$ cat config.mk
export PLATFORM = sky130hd
export DESIGN_NAME = bus_match_bank
export DESIGN_NICKNAME = d
export VERILOG_FILES = /design/src/rtl/bmb_pkg.sv /design/src/rtl/bmb_bus_sel.sv /design/src/rtl/bmb_unit.sv /design/src/rtl/bmb_pair.sv /design/src/rtl/bus_match_bank.sv
export SDC_FILE = /design/constraint.sdc
export NUM_CORES = 1
export LEC_CHECK = 0
export BUFFER_PORTS_ARGS = -buffer_cell sky130_fd_sc_hd__buf_4
export CAP_MARGIN = 40
export CORE_AREA = 2 2 99 139
export CTS_CLUSTER_DIAMETER = 200
export CTS_CLUSTER_SIZE = 12
export DETAILED_ROUTE_END_ITERATION = 16
export DIE_AREA = 0 0 101 141
export GPL_TIMING_DRIVEN = 1
export PLACE_DENSITY = 0.74
export SYNTH_ARGS = -nofsm -noshare
export SYNTH_HDL_FRONTEND = slang
export SYNTH_SLANG_ARGS = --single-unit
$ cat constraint.sdc
create_clock -name clk_i -period 0.8 [get_ports clk_i]
set_input_delay 0.16 -clock clk_i [delete_from_list [all_inputs] [get_ports clk_i]]
set_output_delay 0.16 -clock clk_i [all_outputs]
set_load 0.005 [all_outputs]
$ cat src/rtl/bmb_pkg.sv
package bmb_pkg;
    typedef enum logic [1:0] {
        RNG_OFF = 2'b00,
        RNG_IN  = 2'b01,
        RNG_OUT = 2'b10,
        RNG_ALT = 2'b11
    } rng_mode_e;

    typedef struct packed {
        logic en;
        logic bus;
        logic dir_en;
        logic dir_rd;
    } unit_qual_t;

    localparam int unsigned NUM_UNITS = 4;
    localparam int unsigned NUM_PAIRS = NUM_UNITS / 2;
endpackage

$ cat src/rtl/bmb_bus_sel.sv
module bmb_bus_sel #(
    parameter int unsigned ADDR_W = 23,
    parameter int unsigned DATA_W = 16
) (
    input  logic              sel_i,
    input  logic              b0_valid_i,
    input  logic [ADDR_W-1:0] b0_addr_i,
    input  logic [DATA_W-1:0] b0_data_i,
    input  logic              b0_rnw_i,
    input  logic              b0_word_i,
    input  logic              b1_valid_i,
    input  logic [ADDR_W-1:0] b1_addr_i,
    input  logic [DATA_W-1:0] b1_data_i,
    input  logic              b1_rnw_i,
    input  logic              b1_word_i,
    output logic              valid_o,
    output logic [ADDR_W-1:0] addr_o,
    output logic [DATA_W-1:0] data_o,
    output logic              rnw_o,
    output logic              word_o
);
    always_comb begin
        if (sel_i) begin
            valid_o = b1_valid_i;
            addr_o  = b1_addr_i;
            data_o  = b1_data_i;
            rnw_o   = b1_rnw_i;
            word_o  = b1_word_i;
        end else begin
            valid_o = b0_valid_i;
            addr_o  = b0_addr_i;
            data_o  = b0_data_i;
            rnw_o   = b0_rnw_i;
            word_o  = b0_word_i;
        end
    end
endmodule

$ cat src/rtl/bmb_unit.sv
module bmb_unit
    import bmb_pkg::*;
#(
    parameter int unsigned ADDR_W = 23,
    parameter int unsigned DATA_W = 16
) (
    input  unit_qual_t        qual_cfg_i,
    input  logic [ADDR_W-1:0] cfg_addr_i,
    input  logic [DATA_W-1:0] cfg_data_i,
    input  logic [DATA_W-1:0] cfg_mask_i,
    input  logic              size_en_i,
    input  logic              size_word_i,
    input  logic              valid_i,
    input  logic [ADDR_W-1:0] addr_i,
    input  logic [DATA_W-1:0] data_i,
    input  logic              rnw_i,
    input  logic              word_i,
    output logic              qual_o,
    output logic              hit_o
);
    logic dir_ok;
    logic size_ok;
    logic data_ok;
    logic addr_eq;

    always_comb begin
        dir_ok  = !qual_cfg_i.dir_en || (rnw_i == qual_cfg_i.dir_rd);
        size_ok = !size_en_i || (word_i == size_word_i);
        data_ok = ((data_i ^ cfg_data_i) & cfg_mask_i) == '0;
        addr_eq = (addr_i == cfg_addr_i);
        qual_o  = qual_cfg_i.en && valid_i && dir_ok && size_ok;
        hit_o   = qual_o && addr_eq && data_ok;
    end
endmodule

$ cat src/rtl/bmb_pair.sv
module bmb_pair
    import bmb_pkg::*;
#(
    parameter int unsigned ADDR_W = 23
) (
    input  rng_mode_e         mode_i,
    input  logic              lo_qual_i,
    input  logic              lo_hit_i,
    input  logic              hi_hit_i,
    input  logic [ADDR_W-1:0] lo_bus_addr_i,
    input  logic [ADDR_W-1:0] min_addr_i,
    input  logic [ADDR_W-1:0] max_addr_i,
    output logic [1:0]        match_o
);
    logic above_min;
    logic below_max;

    always_comb begin
        above_min = lo_bus_addr_i >= min_addr_i;
        below_max = lo_bus_addr_i <= max_addr_i;
        unique case (mode_i)
            RNG_IN:  match_o = {1'b0, lo_qual_i && above_min && below_max};
            RNG_OUT: match_o = {1'b0, lo_qual_i && (!above_min || !below_max)};
            default: match_o = {hi_hit_i, lo_hit_i};
        endcase
    end
endmodule

$ cat src/rtl/bus_match_bank.sv
module bus_match_bank
    import bmb_pkg::*;
#(
    parameter int unsigned ADDR_W = 23,
    parameter int unsigned DATA_W = 16
) (
    input  logic                            clk_i,
    input  logic                            rst_ni,
    input  logic                            bus0_valid_i,
    input  logic [ADDR_W-1:0]               bus0_addr_i,
    input  logic [DATA_W-1:0]               bus0_data_i,
    input  logic                            bus0_rnw_i,
    input  logic                            bus0_word_i,
    input  logic                            bus1_valid_i,
    input  logic [ADDR_W-1:0]               bus1_addr_i,
    input  logic [DATA_W-1:0]               bus1_data_i,
    input  logic                            bus1_rnw_i,
    input  logic                            bus1_word_i,
    input  logic [NUM_UNITS-1:0]            cfg_en_i,
    input  logic [NUM_UNITS-1:0]            cfg_bus_i,
    input  logic [NUM_UNITS-1:0]            cfg_dir_en_i,
    input  logic [NUM_UNITS-1:0]            cfg_dir_rd_i,
    input  logic [NUM_UNITS*ADDR_W-1:0]     cfg_addr_i,
    input  logic [NUM_PAIRS*DATA_W-1:0]     cfg_data_i,
    input  logic [NUM_PAIRS*DATA_W-1:0]     cfg_mask_i,
    input  logic [NUM_PAIRS-1:0]            cfg_size_en_i,
    input  logic [NUM_PAIRS-1:0]            cfg_size_word_i,
    input  logic [2*NUM_PAIRS-1:0]          cfg_range_i,
    output logic [NUM_UNITS-1:0]            match_o
);
    typedef struct packed {
        logic [NUM_UNITS-1:0] match;
    } bank_state_t;

    bank_state_t state_d, state_q;

    logic [NUM_UNITS-1:0]  u_qual;
    logic [NUM_UNITS-1:0]  u_hit;
    logic [ADDR_W-1:0]     u_bus_addr [NUM_UNITS];
    logic [NUM_UNITS-1:0]  pair_match;

    for (genvar k = 0; k < NUM_UNITS; k++) begin : g_unit
        localparam int unsigned PAIR   = k / 2;
        localparam bit          IS_LOW = (k % 2) == 0;

        logic              s_valid;
        logic [DATA_W-1:0] s_data;
        logic              s_rnw;
        logic              s_word;
        logic [DATA_W-1:0] c_data;
        logic [DATA_W-1:0] c_mask;
        logic              c_size_en;
        logic              c_size_word;
        unit_qual_t        q_cfg;

        assign q_cfg = '{en: cfg_en_i[k], bus: cfg_bus_i[k],
                         dir_en: cfg_dir_en_i[k], dir_rd: cfg_dir_rd_i[k]};

        if (IS_LOW) begin : g_data_unit
            assign c_data      = cfg_data_i[PAIR*DATA_W +: DATA_W];
            assign c_mask      = cfg_mask_i[PAIR*DATA_W +: DATA_W];
            assign c_size_en   = 1'b0;
            assign c_size_word = 1'b0;
        end else begin : g_size_unit
            assign c_data      = '0;
            assign c_mask      = '0;
            assign c_size_en   = cfg_size_en_i[PAIR];
            assign c_size_word = cfg_size_word_i[PAIR];
        end

        bmb_bus_sel #(.ADDR_W(ADDR_W), .DATA_W(DATA_W)) u_sel (
            .sel_i      (cfg_bus_i[k]),
            .b0_valid_i (bus0_valid_i),
            .b0_addr_i  (bus0_addr_i),
            .b0_data_i  (bus0_data_i),
            .b0_rnw_i   (bus0_rnw_i),
            .b0_word_i  (bus0_word_i),
            .b1_valid_i (bus1_valid_i),
            .b1_addr_i  (bus1_addr_i),
            .b1_data_i  (bus1_data_i),
            .b1_rnw_i   (bus1_rnw_i),
            .b1_word_i  (bus1_word_i),
            .valid_o    (s_valid),
            .addr_o     (u_bus_addr[k]),
            .data_o     (s_data),
            .rnw_o      (s_rnw),
            .word_o     (s_word)
        );

        bmb_unit #(.ADDR_W(ADDR_W), .DATA_W(DATA_W)) u_cmp (
            .qual_cfg_i  (q_cfg),
            .cfg_addr_i  (cfg_addr_i[k*ADDR_W +: ADDR_W]),
            .cfg_data_i  (c_data),
            .cfg_mask_i  (c_mask),
            .size_en_i   (c_size_en),
            .size_word_i (c_size_word),
            .valid_i     (s_valid),
            .addr_i      (u_bus_addr[k]),
            .data_i      (s_data),
            .rnw_i       (s_rnw),
            .word_i      (s_word),
            .qual_o      (u_qual[k]),
            .hit_o       (u_hit[k])
        );
    end

    for (genvar p = 0; p < NUM_PAIRS; p++) begin : g_pair
        logic unused_hi_qual;
        assign unused_hi_qual = u_qual[2*p+1];

        bmb_pair #(.ADDR_W(ADDR_W)) u_pair (
            .mode_i        (rng_mode_e'(cfg_range_i[2*p +: 2])),
            .lo_qual_i     (u_qual[2*p]),
            .lo_hit_i      (u_hit[2*p]),
            .hi_hit_i      (u_hit[2*p+1]),
            .lo_bus_addr_i (u_bus_addr[2*p]),
            .min_addr_i    (cfg_addr_i[(2*p)*ADDR_W +: ADDR_W]),
            .max_addr_i    (cfg_addr_i[(2*p+1)*ADDR_W +: ADDR_W]),
            .match_o       (pair_match[2*p +: 2])
        );
    end

    always_comb begin
        state_d       = state_q;
        state_d.match = pair_match;
    end

    always_ff @(posedge clk_i or negedge rst_ni) begin
        if (!rst_ni) begin
            state_q <= '0;
        end else begin
            state_q <= state_d;
        end
    end

    assign match_o = state_q.match;
endmodule

==> results.sh <==
export IMPL_status="finished with violations"
export IMPL_violated_checks="negative setup slack"
export IMPL_critPathKind="in2reg"
export IMPL_layout_min_cycle_time_ps=2132
export IMPL_tightestPinTransition_ps=348.9
export IMPL_delay_contributed_by_the_slowest_stage_of_the_critical_path_ps=310
export IMPL_drtPass1Iterations=11
export IMPL_clockRootBuffer="sky130_fd_sc_hd__clkbuf_16"
export IMPL_relative_area_change_from_synthesis_to_final_layout_pct=76.35
export IMPL_setup_worst_path_end_class="register"
export IMPL_detailed_place_hpwl_mm=20.50
export IMPL_gr_total_overflow=0
export IMPL_synth_commonest_cells="96 x sky130_fd_sc_hd__ha_1, 93 x sky130_fd_sc_hd__inv_1, 86 x sky130_fd_sc_hd__mux2i_1"
export IMPL_boundaryPins=270
export IMPL_detailroute_wirelength_met2_mm=11.74
export IMPL_whs_ps=279.5
export IMPL_finalWorstSetupSlack_ps=-1332
export IMPL_routed_wl_met3_mm=1.803
export IMPL_start_util_pct=38.70
export IMPL_syn_instance_count=620
export IMPL_synthArstFlopShare_pct=100.0
export IMPL_gr_usage_all_layers_pct=30.78
export IMPL_synth_seq_cells=4
export IMPL_postSynthAreaPerCell_um2=8.201
export IMPL_edff_count_synth=0
export IMPL_setup_violations_final=8
export IMPL_design_core_area_um2=13140
export IMPL_top_signal_layer_used="met5"
export IMPL_power_per_cell_area_nw_per_um2=711.2
export IMPL_peak_vdd_ir_mv=0.6089
export IMPL_antennaDiodeCount=0
export IMPL_synth_seq_area_share_pct=1.969
export IMPL_final_layout_size_suffix_gt1_share_pct=49.46
export IMPL_globalplace_congestion=0.9723
export IMPL_first_pass_grt_wire_length_mm=32.83
export IMPL_longest_clk_path_bufs=2
export IMPL_cp_top_family="compound AO/OA/AOI/OAI gates"
export IMPL_die_x_um=101
export IMPL_timing_critical_path_arrival_ps=2250
export IMPL_dieHeight_um=141
export IMPL_timing_final_max_slew_violations=0
export IMPL_drv_cap=0
export IMPL_data_required_time_at_the_worst_endpoint_ps=920
export IMPL_timing_slew_headroom_pct=76.60
export IMPL_netlist_top_cell_by_area="sky130_fd_sc_hd__ha_1"
export IMPL_cp_max_fo=5
export IMPL_htreeDepth=1
export IMPL_first_global_vias=6559
export IMPL_netlist_top_cells_area="sky130_fd_sc_hd__ha_1 24%, sky130_fd_sc_hd__mux2i_1 17%, sky130_fd_sc_hd__xnor2_1 14%"
export IMPL_max_freq_mhz=469.1
export IMPL_avgRoutedWirePerCell_um=19.78
export IMPL_vias=6330
export IMPL_length_of_routed_wiring_on_met1_mm=8.082
export IMPL_crit_buf_inv=2
export IMPL_clkSlewWorstSetupHoldPaths_ps=40
export IMPL_hp_class="in2async"
export IMPL_postSynth_topFlopCell="sky130_fd_sc_hd__dfrtp_1"
export IMPL_grt_max_degree=20
export IMPL_tritoncts="done"
export IMPL_yosys_warnings=0
export IMPL_worstPathCellList="buf_12 > buf_4 > mux2_4 > ha_1 > a21oi_1 > nor2_1 > a211oi_1 > o211ai_1 > a31oi_2 > nand2_1 > a211o_1"
export IMPL_yosys_area_top_type_share_pct=23.62
export IMPL_yosysUniqueCellTypes=48
export IMPL_critical_path_startpoint_type="input port"
export IMPL_period_share_pct=266.5
export IMPL_rsz0062_at_grt="yes"
export IMPL_dieArea_um2=14240
export IMPL_filler_cell_count=1096
export IMPL_core_rowCount=50
export IMPL_yosysMostFrequentCell="sky130_fd_sc_hd__ha_1"
export IMPL_port_buffers=269
export IMPL_antenna_found_initial=1
export IMPL_cts_num_sinks=4
export IMPL_routed_wl_mm=23.08
export IMPL_cpMaxStageDelayCell="sky130_fd_sc_hd__ha_1"
export IMPL_nNetsFinal=1375
export IMPL_pleak_uw=0.004714
export IMPL_cts_made_buffers=3
export IMPL_postRouteAntennaNets=0
export IMPL_largest_register_ff_count=4
export IMPL_drc_errors=0
export IMPL_synth_net_count=982
export IMPL_finalCoreUtilization_pct=68.26
export IMPL_netlist_area_um2=5085
export IMPL_drt_initial_drc_count=196
export IMPL_via_density=5.424
export IMPL_final_hold_violation_count=0
-- through the flow --
| stage | instances | total power (uW) | setup WS [ps] | setup TNS, ps | area [um^2] |
|---|---|---|---|---|---|
| after global placement | 1160 | 5156 | -1769 | -5274 | 8538 |
| after floorplan | 620 | 2809 | -1541 | -4048 | 5464 |
| after global routing | 1167 | 6811 | -1423 | -4474 | 8967 |
| final | 1167 | 6377 | -1332 | -4054 | 8967 |
| after detailed placement | 1160 | 5241 | -1764 | -5236 | 8538 |
| after CTS | 1167 | 6225 | -1287 | -4026 | 8833 |
-- per-layer routing --
metal	up-vias	GRT usage, %
li1	3018	-
met1	2908	32.09
met2	326	56.67
met3	76	5.107
met4	2	17.99
met5	-	0
-- cell usage in the layout (no fill, tap or decap), types with 20 or more instances in the layout --
| cell type | synthesis | final |
|---|---|---|
| sky130_fd_sc_hd__mux2i_1 | 86 | 82 |
| sky130_fd_sc_hd__mux2_2 | 47 | 24 |
| sky130_fd_sc_hd__inv_1 | 93 | 93 |
| sky130_fd_sc_hd__xnor2_1 | 82 | 82 |
| sky130_fd_sc_hd__nand4_1 | 27 | 27 |
| sky130_fd_sc_hd__nand2_1 | 21 | 20 |
| sky130_fd_sc_hd__ha_1 | 96 | 74 |
| sky130_fd_sc_hd__a21oi_1 | 32 | 30 |
| sky130_fd_sc_hd__buf_4 | 3 | 381 |
| sky130_fd_sc_hd__ha_4 | 0 | 22 |
| sky130_fd_sc_hd__mux2_4 | 0 | 23 |
-- path summary, 6_finish.rpt --
path | depth (start not counted) | slack (ps) | from | end
min in group clk_i | 4 | 300 | cfg_mask_i[30] | match_o[2]
hold / removal | 2 | 280 | rst_ni | match_o[1]
setup / recovery | 11 | -1330 | cfg_bus_i[0] | match_o[0]
max in group asynchronous | 2 | 380 | rst_ni | match_o[2]
-- final cells by class --
cell class	count	area [um^2]	area share, %
Multi-Input combinational cell	507	4982	55.56
Timing Repair Buffer	404	3264	36.40
Inverter	93	349.1	3.893
Tap cell	156	195.2	2.177
Sequential cell	4	101.3	1.130
Clock buffer	3	75.07	0.8372
-- where the power goes --
group | internal, uW | switching, uW
clock | 644 | 194
sequential | 206 | 3.37
combinational | 3010 | 2320
-- what timing repair did --
item                                    4_1_cts  5_1_grt
endpoints found under the setup margin        8        8
hold buffers                                  1        0
pin swaps                                    12       14
endpoints found under the hold margin         4        0
gates cloned                                  1        0
buffers inserted                              2        0
gates resized for setup                      30       21
-- cells by family (layout without fill, tap and decap cells) --
family / after synthesis / after routing / synth area share, %
AOI/OAI and AO/OA: 91 / 91 / 11.98
xor gates and xnor gates: 84 / 84 / 14.47
adders and majority gates: 96 / 96 / 23.62
buffers and inverters: 109 / 500 / 9.547
DFF: 4 / 4 / 1.969
muxes: 133 / 133 / 27.34
and+or+nand+nor: 103 / 103 / 11.07
No activity file was read; power rests on OpenSTA's default activity.
